**config.mk**
```make
export PLATFORM = sky130hd
export DESIGN_NAME = sp24_mac_lane
export DESIGN_NICKNAME = d
export VERILOG_FILES = /design/src/rtl/sp24_pkg.sv /design/src/rtl/sp24_compress.sv /design/src/rtl/sp24_pick_mul.sv /design/src/rtl/sp24_mac_lane.sv
export SDC_FILE = /design/constraint.sdc
export NUM_CORES = 1
export LEC_CHECK = 0
export BUFFER_PORTS_ARGS = -buffer_cell sky130_fd_sc_hd__buf_4
export CORE_UTILIZATION = 55
export CTS_CLUSTER_DIAMETER = 80
export DETAILED_ROUTE_END_ITERATION = 6
export PLACE_DENSITY = 0.88
export SYNTH_ARGS = -nofsm -noshare
export SYNTH_HDL_FRONTEND = slang
export SYNTH_SLANG_ARGS = --single-unit
```
**constraint.sdc**
```tcl
create_clock -name clk -period 4.55 [get_ports clk]
set_input_delay 0.2275 -clock clk [delete_from_list [all_inputs] [get_ports clk]]
set_output_delay 0.2275 -clock clk [all_outputs]
set_load 0.01 [all_outputs]
```
**src/rtl/sp24_pkg.sv**
```systemverilog
package sp24_pkg;

    typedef enum logic [1:0] {
        ST_IDLE   = 2'd0,
        ST_RUN    = 2'd1,
        ST_FINISH = 2'd2
    } sp24_state_e;

endpackage

```
**src/rtl/sp24_compress.sv**
```systemverilog
// Turns a dense group into KEEP (value, position) slots in ascending order.
// Nonzeros are kept; missing slots take zero weights at the lowest free positions.
module sp24_compress #(
    parameter int DW   = 8,
    parameter int GRP  = 4,
    parameter int KEEP = 2,
    localparam int IW  = $clog2(GRP)
) (
    input  logic [GRP*DW-1:0]  w_dense,
    output logic [KEEP*DW-1:0] c_val,
    output logic [KEEP*IW-1:0] c_idx,
    output logic               too_dense
);

    int nnz;
    int pad_need;
    int zero_used;
    int slot;

    always_comb begin
        nnz = 0;
        for (int p = 0; p < GRP; p++) begin
            if (w_dense[p*DW +: DW] != '0) nnz++;
        end
        pad_need  = (nnz < KEEP) ? (KEEP - nnz) : 0;
        zero_used = 0;
        slot      = 0;
        c_val     = '0;
        c_idx     = '0;
        for (int p = 0; p < GRP; p++) begin
            logic nz;
            logic take;
            nz   = (w_dense[p*DW +: DW] != '0);
            take = nz || (zero_used < pad_need);
            if (!nz && take) zero_used++;
            if (take && (slot < KEEP)) begin
                c_val[slot*DW +: DW] = w_dense[p*DW +: DW];
                c_idx[slot*IW +: IW] = IW'(p);
                slot++;
            end
        end
        too_dense = (nnz > KEEP);
    end

endmodule

```
**src/rtl/sp24_pick_mul.sv**
```systemverilog
// One kept weight: select the activation named by its position tag and multiply.
module sp24_pick_mul #(
    parameter int DW  = 8,
    parameter int GRP = 4,
    localparam int IW = $clog2(GRP)
) (
    input  logic [GRP*DW-1:0] act,
    input  logic [DW-1:0]     wval,
    input  logic [IW-1:0]     widx,
    output logic [2*DW-1:0]   prod
);

    logic [DW-1:0] a_sel;

    always_comb begin
        a_sel = act[widx*DW +: DW];
        prod  = wval * a_sel;
    end

endmodule

```
**src/rtl/sp24_mac_lane.sv**
```systemverilog
module sp24_mac_lane
    import sp24_pkg::*;
#(
    parameter int DW    = 8,
    parameter int AW    = 20,
    parameter int GRP   = 4,
    parameter int KEEP  = 2,
    parameter int CNT_W = 16,
    localparam int IW   = $clog2(GRP)
) (
    input  logic               clk,
    input  logic               rst_n,
    input  logic               start,
    input  logic [CNT_W-1:0]   group_count,
    input  logic               dense_sel,
    input  logic               grp_valid,
    input  logic [GRP*DW-1:0]  w_dense,
    input  logic [KEEP*DW-1:0] w_val,
    input  logic [KEEP*IW-1:0] w_idx,
    input  logic [GRP*DW-1:0]  act,
    output logic [AW-1:0]      acc_out,
    output logic               busy,
    output logic               done,
    output logic               grp_err
);

    sp24_state_e state, nxt;

    logic [KEEP*DW-1:0] c_val, eff_val;
    logic [KEEP*IW-1:0] c_idx, eff_idx;
    logic               c_bad, order_bad, grp_bad;
    logic [2*DW-1:0]    prod [KEEP];
    logic [AW-1:0]      grp_sum;
    logic [AW-1:0]      acc_q;
    logic [CNT_W-1:0]   remain;
    logic               err_q;
    logic               accept, reject;

    // Dense path: compressor and pattern check
    sp24_compress #(.DW(DW), .GRP(GRP), .KEEP(KEEP)) i_comp (
        .w_dense  (w_dense),
        .c_val    (c_val),
        .c_idx    (c_idx),
        .too_dense(c_bad)
    );

    // Compressed path: tags must be strictly ascending
    always_comb begin
        order_bad = 1'b0;
        for (int k = 1; k < KEEP; k++) begin
            if (w_idx[k*IW +: IW] <= w_idx[(k-1)*IW +: IW]) order_bad = 1'b1;
        end
    end

    assign eff_val = dense_sel ? c_val : w_val;
    assign eff_idx = dense_sel ? c_idx : w_idx;
    assign grp_bad = dense_sel ? c_bad : order_bad;

    generate
        for (genvar k = 0; k < KEEP; k++) begin : g_slot
            sp24_pick_mul #(.DW(DW), .GRP(GRP)) i_pm (
                .act (act),
                .wval(eff_val[k*DW +: DW]),
                .widx(eff_idx[k*IW +: IW]),
                .prod(prod[k])
            );
        end
    endgenerate

    always_comb begin
        grp_sum = '0;
        for (int k = 0; k < KEEP; k++) grp_sum = grp_sum + AW'(prod[k]);
    end

    assign accept = (state == ST_RUN) && grp_valid && !grp_bad && !start;
    assign reject = (state == ST_RUN) && grp_valid &&  grp_bad && !start;

    // State register
    always_ff @(posedge clk or negedge rst_n) begin
        if (!rst_n) state <= ST_IDLE;
        else        state <= nxt;
    end

    // Next-state logic
    always_comb begin
        nxt = state;
        unique case (state)
            ST_IDLE: begin
                if (start) nxt = (group_count == '0) ? ST_FINISH : ST_RUN;
            end
            ST_RUN: begin
                if (start)                          nxt = (group_count == '0) ? ST_FINISH : ST_RUN;
                else if (accept && remain == CNT_W'(1)) nxt = ST_FINISH;
            end
            ST_FINISH: begin
                if (start) nxt = (group_count == '0) ? ST_FINISH : ST_RUN;
                else       nxt = ST_IDLE;
            end
            default: nxt = ST_IDLE;
        endcase
    end

    // Accumulator, group counter, reject flag
    always_ff @(posedge clk or negedge rst_n) begin
        if (!rst_n) begin
            acc_q  <= '0;
            remain <= '0;
            err_q  <= 1'b0;
        end else begin
            err_q <= reject;
            if (start) begin
                acc_q  <= '0;
                remain <= group_count;
            end else if (accept) begin
                acc_q  <= acc_q + grp_sum;
                remain <= remain - CNT_W'(1);
            end
        end
    end

    // Outputs
    always_comb begin
        acc_out = acc_q;
        busy    = (state == ST_RUN);
        done    = (state == ST_FINISH);
        grp_err = err_q;
    end

    a_r2_start_clears: assert property (@(posedge clk) disable iff (!rst_n)
        start |=> (acc_out == '0));

    a_r4_reject_holds: assert property (@(posedge clk) disable iff (!rst_n)
        (busy && grp_valid && grp_bad && !start) |=> ($stable(acc_out) && grp_err));

    a_r5_comp_ascending: assert property (@(posedge clk) disable iff (!rst_n)
        (dense_sel && !c_bad) |-> (c_idx[IW-1:0] < c_idx[2*IW-1:IW]));

    a_r7_done_single: assert property (@(posedge clk) disable iff (!rst_n)
        (done && !start) |=> !done);

    a_r7_count_live: assert property (@(posedge clk) disable iff (!rst_n)
        busy |-> (remain != '0));

    a_r8_idle_hold: assert property (@(posedge clk) disable iff (!rst_n)
        (!busy && !start) |=> ($stable(acc_out) && !grp_err));

endmodule

```
==> impl_metrics.tcl <==
set metrics [dict create \
    ios 128 \
    worstSkewPairLatency_ps 290 \
    fin_ws_ps -7290 \
    synth.net_count 1359 \
    ys_warn_count 0 \
    grt_pass1_vias 10397 \
    clk_pin_slew_ps 60 \
    p_leak_nw 6.38 \
    max-slew-margin-rel_pct 37.3 \
    crit_path_start_kind "input port" \
    ys.flop_type "dfrtp_1" \
    place_ws_ps -7210 \
    grt_max_degree 58 \
    start_util_pct 56.7 \
    dr.pass1.iters 7 \
    yosysSeqAreaShare_pct 10.7 \
    violations "DRC, setup timing" \
    arrival_ps 12050 \
    dr_wl_met2_um 17600 \
    ctsHtreeMaxLevel 2 \
    dpl.hpwl_um 24800 \
    clock.fmax_ghz 0.0844 \
    die_y_um 130 \
    utilization_pct 83.5 \
    clock_path_buffers 2 \
    synth-edff-count 0 \
    cts_buffers 5 \
    worst_path_max_delay_cell "nor2_1" \
    synth_top_area_share_pct 24.9 \
    drt_iter0_drc 1417 \
    vias 10870 \
    grt_pass1_wl_um 51500 \
    ys_ff_latch 39 \
    syn_inst 1047 \
    layout.nets 1730 \
    drc 4 \
    rows 46 \
    crit_top_cell "fa_1" \
    yosys.area.top_type "fa_1" \
    routed.top_layer "met5" \
    holdCritPathClass "input port to register" \
    synth.distinct_cells 75 \
    outcome "complete, but fails checks" \
    critPathKind "input port to register" \
    ant_nets 0 \
    insertedDiodeCount 0 \
    clkSinkCount 39 \
    dr_wl_met3_um 5320 \
    mostFrequentLayoutCell "buf_4" \
    synth_area_sq_um 9080 \
    critPathMaxFanout 8 \
    cts_root_buf "clkbuf_16" \
    dieArea_sq_um 17000 \
    crit_path_end_kind "register" \
    avgRoutedWirePerCell_um 24.2 \
    core_area_sq_um 16000 \
    area_growth_syn_to_layout_pct 47.1 \
    finalSetupViolations 20 \
    drv_cap 0 \
    cts_tree "done" \
    finClkSkew_ps 9.13 \
    port_buffers 127 \
    period_needed_ps 11840 \
    required_ps 4750 \
    totalWireLength_um 39600 \
    synthArstFlopShare_pct 100 \
    wl_met1_um 12800 \
    track_usage_pct 39.2 \
    netlist_top_cells_area "fa_1 (25%), ha_1 (13%), dfrtp_1 (11%)" \
    p_per_area_nw_per_um2 874 \
    rsz0062_at_grt "yes" \
    max_slew.worst_pin.slew_ps 932 \
    antenna_found_initial 1 \
    fin_crit_sh_pct 260 \
    final_hold_viol_count 0 \
    finalPower_mw 11.7 \
    finalMaxSlewViolations 0 \
    nFillCells 781 \
    max_stage_delay_ps 590 \
    die_x_um 130 \
    postSynthAreaPerCell_sq_um 8.67 \
    grt.overflow.total 0 \
    drive_gt1_share_pct 40.1 \
    rrSetupSlack_ps -180 \
    peakVddDrop_uv 1580 \
    place_congestion 0.953 \
    final_cell_mix "buf_4 (364), inv_1 (165), fa_1 (104)" \
    avgViaCountPerCell 6.65 \
]
kinds of logic (layout without fill, tap and decap cells):
| logic type | count (synthesis) | count (layout) | share of synthesized area [%] |
|---|---|---|---|
| AOI/OAI and AO/OA | 207 | 207 | 16.8 |
| xor gates and xnor gates | 30 | 30 | 3.05 |
| adders and majority gates | 207 | 207 | 37.9 |
| buffers and inverters | 207 | 579 | 8.78 |
| DFF | 39 | 39 | 10.7 |
| muxes | 51 | 51 | 6.44 |
| other | 2 | 2 | 0.0827 |
| and+or+nand+nor | 304 | 304 | 16.3 |
repair_timing:
action | 4_1_cts | 5_1_grt
buffers inserted | 22 | 20
gates resized for setup | 62 | 62
hold endpoints to repair | 39 | 0
pin swaps | 41 | 62
setup endpoints to repair | 20 | 20
cloned | 1 | 0
hold buffers | 1 | 0
routing by layer:
metal / vias up / GRT usage [%]
li1: 4303 / -
met1: 5025 / 47.2
met2: 1091 / 67.0
met3: 449 / 8.10
met4: 2 / 18.9
met5: - / 0
area by class of cell:
cell class	instances	area, sq um	area share (%)
clock inverter	3	43.8	0.328
timing repair buffer	386	3030	22.7
multi-input combinational	801	8210	61.5
clock buffer	5	125	0.937
sequential	39	976	7.31
tap	216	270	2.02
inverter	185	697	5.22
critical path: cells and delay by family:
kind,cells,cell delay (ps)
compound gates,10,1970
buf+inv,8,860
mux,2,650
xor+xnor,1,180
fa+ha+maj,12,4690
simple gates,12,3450
flip-flops by register name, summed over array words and instances (netlist names):
signal / cells
acc_out: 20
grp_err: 1
remain: 16
state: 2
Yosys cell counts, drive strengths merged, types with 3 or more instances:
library cell  instances
inv                 184
a31oi                15
nor2                 71
xnor2                21
xor2                  8
a21oi                45
o22ai                36
a21o                  6
o311ai               10
nor4                 18
or2                  27
mux2i                43
and2                  7
fa                  113
clkbuf               14
mux2                  8
a211oi                5
nor3                 12
o21ai                25
nand4                 7
dfrtp                39
o22a                 29
a31o                  3
nand2                99
ha                   94
o21bai                4
nand3                23
nor3b                 3
a311oi                4
buf                   8
nor2b                23
or4                   6
a221o                 8
stage by stage:
stage	TNS, ps	instances	cell area (sq um)	hold slack [ps]
6_report	-124130	1635	13400	156
4_1_cts	-108500	1615	12900	152
5_1_grt	-128080	1635	13400	169
2_1_floorplan	-102300	1047	9520	-68.1
3_3_place_gp	-113920	1583	12300	231
3_5_place_dp	-121210	1583	12300	234
worst paths after layout:
kind,to,cells past startpoint,from
setup / recovery,acc_out[18],45,w_dense[9]
hold / removal,remain[7],3,group_count[7]
setup reg to reg,acc_out[18],18,acc_out[7]
hold reg to reg,state[0],1,state[1]
max in group asynchronous,remain[9],2,rst_n
min in group asynchronous,acc_out[1],2,rst_n
power breakdown:
part	leakage (nW)	internal, mW	total [mW]	switching, mW
sequential	0.507	0.388	0.425	0.0374
clock	0.0838	0.258	0.402	0.143
combinational	5.79	5.18	10.8	5.65
total	6.38	5.83	11.7	5.83
Note: power is estimated with default switching activity, not from simulation.
